### src/rtl/gf256_pkg.sv
package gf256_pkg;

    localparam int GF_WIDTH = 8;
    // x^8 is folded back as x^4+x^3+x^2+1
    localparam logic [GF_WIDTH-1:0] GF_FOLD = 8'h1D;

    typedef enum logic [1:0] {
        ST_IDLE = 2'd0,
        ST_RUN  = 2'd1,
        ST_DONE = 2'd2
    } mul_state_e;

endpackage

### src/rtl/gf_mul_step.sv
// One MSB-first shift-and-add step of a field multiply.
module gf_mul_step #(
    parameter int              W    = 8,
    parameter logic [W-1:0]    FOLD = 8'h1D
) (
    input  logic [W-1:0] acc_in,
    input  logic [W-1:0] mcand,
    input  logic         mbit,
    output logic [W-1:0] acc_out
);

    logic [W-1:0] doubled;

    always_comb begin
        doubled = {acc_in[W-2:0], 1'b0};
        if (acc_in[W-1]) begin
            doubled = doubled ^ FOLD;
        end
        acc_out = mbit ? (doubled ^ mcand) : doubled;
    end

endmodule

### src/rtl/gf_mul_array.sv
// Fully unrolled chain of steps: single-cycle product.
module gf_mul_array #(
    parameter int           W    = 8,
    parameter logic [W-1:0] FOLD = 8'h1D
) (
    input  logic [W-1:0] mcand,
    input  logic [W-1:0] mplier,
    output logic [W-1:0] prod
);

    logic [W-1:0] stage [W+1];

    assign stage[0] = '0;

    generate
        for (genvar i = 0; i < W; i++) begin : g_stage
            gf_mul_step #(.W(W), .FOLD(FOLD)) u_step (
                .acc_in  (stage[i]),
                .mcand   (mcand),
                .mbit    (mplier[W-1-i]),
                .acc_out (stage[i+1])
            );
        end
    endgenerate

    assign prod = stage[W];

endmodule

### src/rtl/gf_mul_ctrl.sv
// Sequencer for the serial multiply.
module gf_mul_ctrl
    import gf256_pkg::*;
#(
    parameter int STEPS = 8
) (
    input  logic clk,
    input  logic rst,
    input  logic start,
    output logic load,
    output logic step_en,
    output logic finish,
    output logic busy,
    output logic done
);

    localparam int               CNT_W = (STEPS > 1) ? $clog2(STEPS) : 1;
    localparam logic [CNT_W-1:0] LAST  = CNT_W'(STEPS - 1);

    mul_state_e       state_q, state_d;
    logic [CNT_W-1:0] cnt_q;
    logic             last_step;

    assign last_step = (cnt_q == LAST);

    // state register
    always_ff @(posedge clk) begin
        if (rst) begin
            state_q <= ST_IDLE;
        end else begin
            state_q <= state_d;
        end
    end

    // step counter
    always_ff @(posedge clk) begin
        if (rst || load) begin
            cnt_q <= '0;
        end else if (step_en && !last_step) begin
            cnt_q <= cnt_q + 1'b1;
        end
    end

    // next state
    always_comb begin
        state_d = state_q;
        unique case (state_q)
            ST_IDLE: if (start) state_d = ST_RUN;
            ST_RUN:  if (last_step) state_d = ST_DONE;
            ST_DONE: state_d = start ? ST_RUN : ST_IDLE;
            default: state_d = ST_IDLE;
        endcase
    end

    // outputs
    always_comb begin
        load    = 1'b0;
        step_en = 1'b0;
        finish  = 1'b0;
        busy    = 1'b0;
        done    = 1'b0;
        unique case (state_q)
            ST_IDLE: load = start;
            ST_RUN: begin
                step_en = 1'b1;
                busy    = 1'b1;
                finish  = last_step;
            end
            ST_DONE: begin
                done = 1'b1;
                load = start;
            end
            default: ;
        endcase
    end

endmodule

### src/rtl/gf256_mul.sv
module gf256_mul
    import gf256_pkg::*;
#(
    parameter int           W         = GF_WIDTH,
    parameter logic [W-1:0] FOLD      = GF_FOLD,
    parameter bit           ITERATIVE = 1'b1
) (
    input  logic         clk,
    input  logic         rst,
    input  logic         start,
    input  logic [W-1:0] op_a,
    input  logic [W-1:0] op_b,
    output logic [W-1:0] sum,
    output logic [W-1:0] result,
    output logic         done,
    output logic         busy
);

    logic [W-1:0] result_q;
    logic         done_w;
    logic         busy_w;

    // field addition: bitwise, no carries
    assign sum = op_a ^ op_b;

    generate
        if (ITERATIVE) begin : g_serial
            logic         load, step_en, finish;
            logic [W-1:0] mcand_q, mplier_q, acc_q, acc_next;

            gf_mul_ctrl #(.STEPS(W)) u_ctrl (
                .clk     (clk),
                .rst     (rst),
                .start   (start),
                .load    (load),
                .step_en (step_en),
                .finish  (finish),
                .busy    (busy_w),
                .done    (done_w)
            );

            gf_mul_step #(.W(W), .FOLD(FOLD)) u_step (
                .acc_in  (acc_q),
                .mcand   (mcand_q),
                .mbit    (mplier_q[W-1]),
                .acc_out (acc_next)
            );

            always_ff @(posedge clk) begin
                if (rst) begin
                    mcand_q  <= '0;
                    mplier_q <= '0;
                    acc_q    <= '0;
                    result_q <= '0;
                end else if (load) begin
                    mcand_q  <= op_a;
                    mplier_q <= op_b;
                    acc_q    <= '0;
                end else if (step_en) begin
                    acc_q    <= acc_next;
                    mplier_q <= {mplier_q[W-2:0], 1'b0};
                    if (finish) begin
                        result_q <= acc_next;
                    end
                end
            end
        end else begin : g_single
            logic [W-1:0] prod;
            logic         done_q;

            gf_mul_array #(.W(W), .FOLD(FOLD)) u_array (
                .mcand  (op_a),
                .mplier (op_b),
                .prod   (prod)
            );

            always_ff @(posedge clk) begin
                if (rst) begin
                    result_q <= '0;
                    done_q   <= 1'b0;
                end else begin
                    done_q <= start;
                    if (start) begin
                        result_q <= prod;
                    end
                end
            end

            assign done_w = done_q;
            assign busy_w = 1'b0;
        end
    endgenerate

    assign result = result_q;
    assign done   = done_w;
    assign busy   = busy_w;

endmodule

### config.mk
export PLATFORM = sky130hd
export DESIGN_NAME = gf256_mul
export DESIGN_NICKNAME = d
export VERILOG_FILES = /design/src/rtl/gf256_pkg.sv /design/src/rtl/gf_mul_step.sv /design/src/rtl/gf_mul_array.sv /design/src/rtl/gf_mul_ctrl.sv /design/src/rtl/gf256_mul.sv
export SDC_FILE = /design/constraint.sdc
export NUM_CORES = 1
export LEC_CHECK = 0
export ABC_CLOCK_PERIOD_IN_PS = 2100
export CORE_MARGIN = 2
export CORE_UTILIZATION = 45
export DETAILED_ROUTE_END_ITERATION = 10
export DONT_BUFFER_PORTS = 1
export GPL_ROUTABILITY_DRIVEN = 0
export MAX_ROUTING_LAYER = met4
export PLACE_DENSITY = 0.59
export SLEW_MARGIN = 15
export SYNTH_ARGS = -nofsm -noshare
export SYNTH_HDL_FRONTEND = slang
export SYNTH_SLANG_ARGS = --single-unit
### constraint.sdc
create_clock -name clk -period 2.1 [get_ports clk]
set_clock_uncertainty 0.15 [all_clocks]
set_input_delay 0.21 -clock clk [delete_from_list [all_inputs] [get_ports clk]]
set_output_delay 0.21 -clock clk [all_outputs]
set_load 0.01 [all_outputs]
==> run_results.csv <==
group,metric,value,unit
grt,grt_pass1_wl,5885,microns
sta,hold_violations,0,
yosys,synthesis.instances,187,
setup_path,cpMostUsedCell,"ha_1",
final_layout,areaGrowthSynthToFinish,13.37,%
final_layout,mostFrequentLayoutCells,"dfxtp_1, nand2_1, dlygate4sd3_1",
route,vias,1314,
setup_path,r2r_slack,0.22,ns
min_path,whs_path_depth,2,
grt,grt_pass1_vias,1300,
clocking,htree_levels,2,
setup_path,cp_slowest_cell,"and3b_1",
clocking,clk_pin_slew_worst_paths,0.08,ns
setup_path,reg2reg_from,"g_serial.u_ctrl.cnt_q[0]",
route,drc,0,
floorplanning,die_x,65.70,microns
route,detail-route-antenna-nets,0,
sta,slew_viol_final,0,
grt,grt_max_degree,27,
yosys,syn_nets,208,
sta,rsz0062_at_grt,"false",
clocking,clk_path_buf_depth,2,
final_layout,final_net_count,221,
floorplanning,coreArea,3661,sq um
placed_design,dpl.hpwl,2278,microns
power_and_ir_drop,power_leakage,0.6864,nW
clocking,clock_latency,0.30,ns
clocking,cts_tree,"done",
setup_path,cp_num_buf_inv,0,
yosys,synthArstFlopShare,0,
sta,period_share,0.8959,
yosys,netlist_area,1713,sq um
route,routedWlPerCell,13.98,microns
grt,overflow,0,
floorplanning,ioPinCount,37,
route,via_per_inst,5.277,
sta,setup-tns-final,0,ns
setup_path,timing.rr.end,"result[2]",
final_layout,antenna_cells,0,
sta,setup_viol,0,
sta,max_slew_margin,0.2789,
yosys,ys.flop_type,"dfxtp_1",
yosys,synth-edff-count,0,
setup_path,path_cells,"ha_1, ha_1, and3b_1, nand2b_1, o21ai_0",
yosys,synth.avg_cell_area,9.160,sq um
route,first_pass_iters,4,
power_and_ir_drop,ir_drop,0.0003296,V
clocking,cts_setup_buffers,0,
setup_path,arrival,1.94,ns
outcome,status,"finished clean",
final_layout,n_fill_cell,353,
grt,antenna_found_initial,0,
floorplanning,rows,22,
floorplanning,initial_core_util,0.4679,
route,drt_iter0_drc,59,
setup_path,critPathLaunchType,"flop",
clocking,cts_num_sinks,37,
setup_path,reg2reg_depth,5,
floorplanning,dieArea,4316,sq um
final_layout,final_common_cell,"dfxtp_1",
clocking,cts-root-buf,"clkbuf_8",
setup_path,cp_data_required_time,2.16,ns
grt,grtUsageTotal,0.1863,
yosys,ys_seq_area_frac,0.4324,
min_path,worstHoldStart,"rst",
setup_path,worst_setup_path_end_kind,"flop",
yosys,synth_seq_cells,37,
min_path,hold_end,"g_serial.acc_q[5]",
setup_path,critPathMaxStageDelay,0.49,ns
yosys,ys_types,33,
setup_path,crit_fanout,11,
power_and_ir_drop,powerDensity,747.2,nW/um^2
final_layout,layout-drive-gt1-share,0.1244,
sta,worstMarginPinSlew,1.078,ns
setup_path,path_depth,5,
setup_path,cp_top_family,"simple AND/OR/NAND/NOR gates",
min_path,worstHoldPathType,"in2reg",
clocking,cts_made_buffers,5,
placed_design,port_buffers,0,
floorplanning,dieHeight,65.70,microns
setup_path,critical_path_class,"reg2reg",
sta,max_freq,531.5,MHz
sta,period_minus_slack,1.881,ns
yosys,yosysWarnings,0,
sta,whs,0.03815,ns
job,max-cap-violations,0,
route,drt_wl_total,3482,microns
==> synth_stat cells, drive strengths merged, types with 5 or more instances <==
| cell | count | area (sq um) |
|---|---|---|
| dfxtp | 37 | 740.7 |
| nand2 | 31 | 116.4 |
| nor2 | 14 | 52.55 |
| nor3 | 13 | 70.07 |
| xor2 | 13 | 113.9 |
| buf | 12 | 97.58 |
| a211oi | 10 | 120.1 |
| a21oi | 10 | 50.05 |
| nand3b | 7 | 52.55 |
| xnor2 | 7 | 61.31 |
| o22ai | 6 | 43.79 |
| o21ai | 5 | 25.02 |
==> registers in the layout, indices dropped and copies added (netlist names) <==
register                 count
g_serial.acc_q               8
g_serial.mcand_q             8
g_serial.mplier_q            8
g_serial.u_ctrl.cnt_q        3
g_serial.u_ctrl.state_q      2
result                       8
==> metrics by stage <==
step / worst slack [ns] / total power, mW / instances / util / area (sq um)
global route: 0.07869 / 1.517 / 249 / 0.5304 / 1942
floorplan: 0.6263 / 0.9404 / 187 / - / 1713
finish: 0.2186 / 1.451 / 249 / 0.5304 / 1942
detailed placement: 0.2447 / 0.9488 / 224 / 0.4614 / 1689
global placement: 0.3947 / 0.9455 / 224 / 0.4614 / 1689
CTS: 0.2248 / 1.460 / 249 / 0.5304 / 1942
==> routing by layer <==
layer	wire (microns)	track usage	share of wire
met5	0	-	0
met2	1662	0.2879	0.48
met4	95	0.1172	0.027
met1	1552	0.2182	0.45
met3	172	0.04281	0.049
==> cell type report <==
class	count	area [sq um]	area share
flip-flops and latches	37	740.7	0.3814
clock buffers	6	72.57	0.03737
repair buffers	20	192.7	0.09923
well taps	48	60.06	0.03093
inverters	2	10.01	0.005155
clock inverters	2	10.01	0.005155
multi-input cells	134	855.8	0.4407
==> how the worst max path moves through the flow <==
stage | startpoint | to | slack [ns]
2_1_floorplan | g_serial.u_ctrl.cnt_q[0] | result[0] | 0.63
3_3_place_gp | g_serial.u_ctrl.cnt_q[0] | result[3] | 0.39
3_5_place_dp | g_serial.u_ctrl.cnt_q[0] | result[2] | 0.24
4_1_cts | g_serial.u_ctrl.cnt_q[0] | result[2] | 0.22
5_1_grt | g_serial.u_ctrl.cnt_q[0] | result[2] | 0.08
6_report | g_serial.u_ctrl.cnt_q[0] | result[2] | 0.22
==> logic make-up (layout without fill, tap and decap cells) <==
group                      Yosys count  after routing  synth area share
AOI/OAI and AO/OA                   35             35            0.1556
xor gates and xnor gates            20             20            0.1023
adders and majority gates            2              2           0.01461
buffers and inverters               16             30           0.06792
DFF                                 37             37            0.4324
muxes                                1              1          0.005844
and+or+nand+nor                     76             76            0.2213
==> report_power, final <==
part	switching, mW	leakage [nW]	internal (mW)	total [mW]
sequential	0.0294	0.302	0.736	0.765
clock	0.254	0.0450	0.230	0.484
combinational	0.113	0.339	0.0886	0.202
==> repair_timing <==
item / CTS / global route
hold buffers: 17 / 0
endpoints found under the hold margin: 26 / 0
resized for setup: 0 / 0
(Power assumes the default switching activity.)
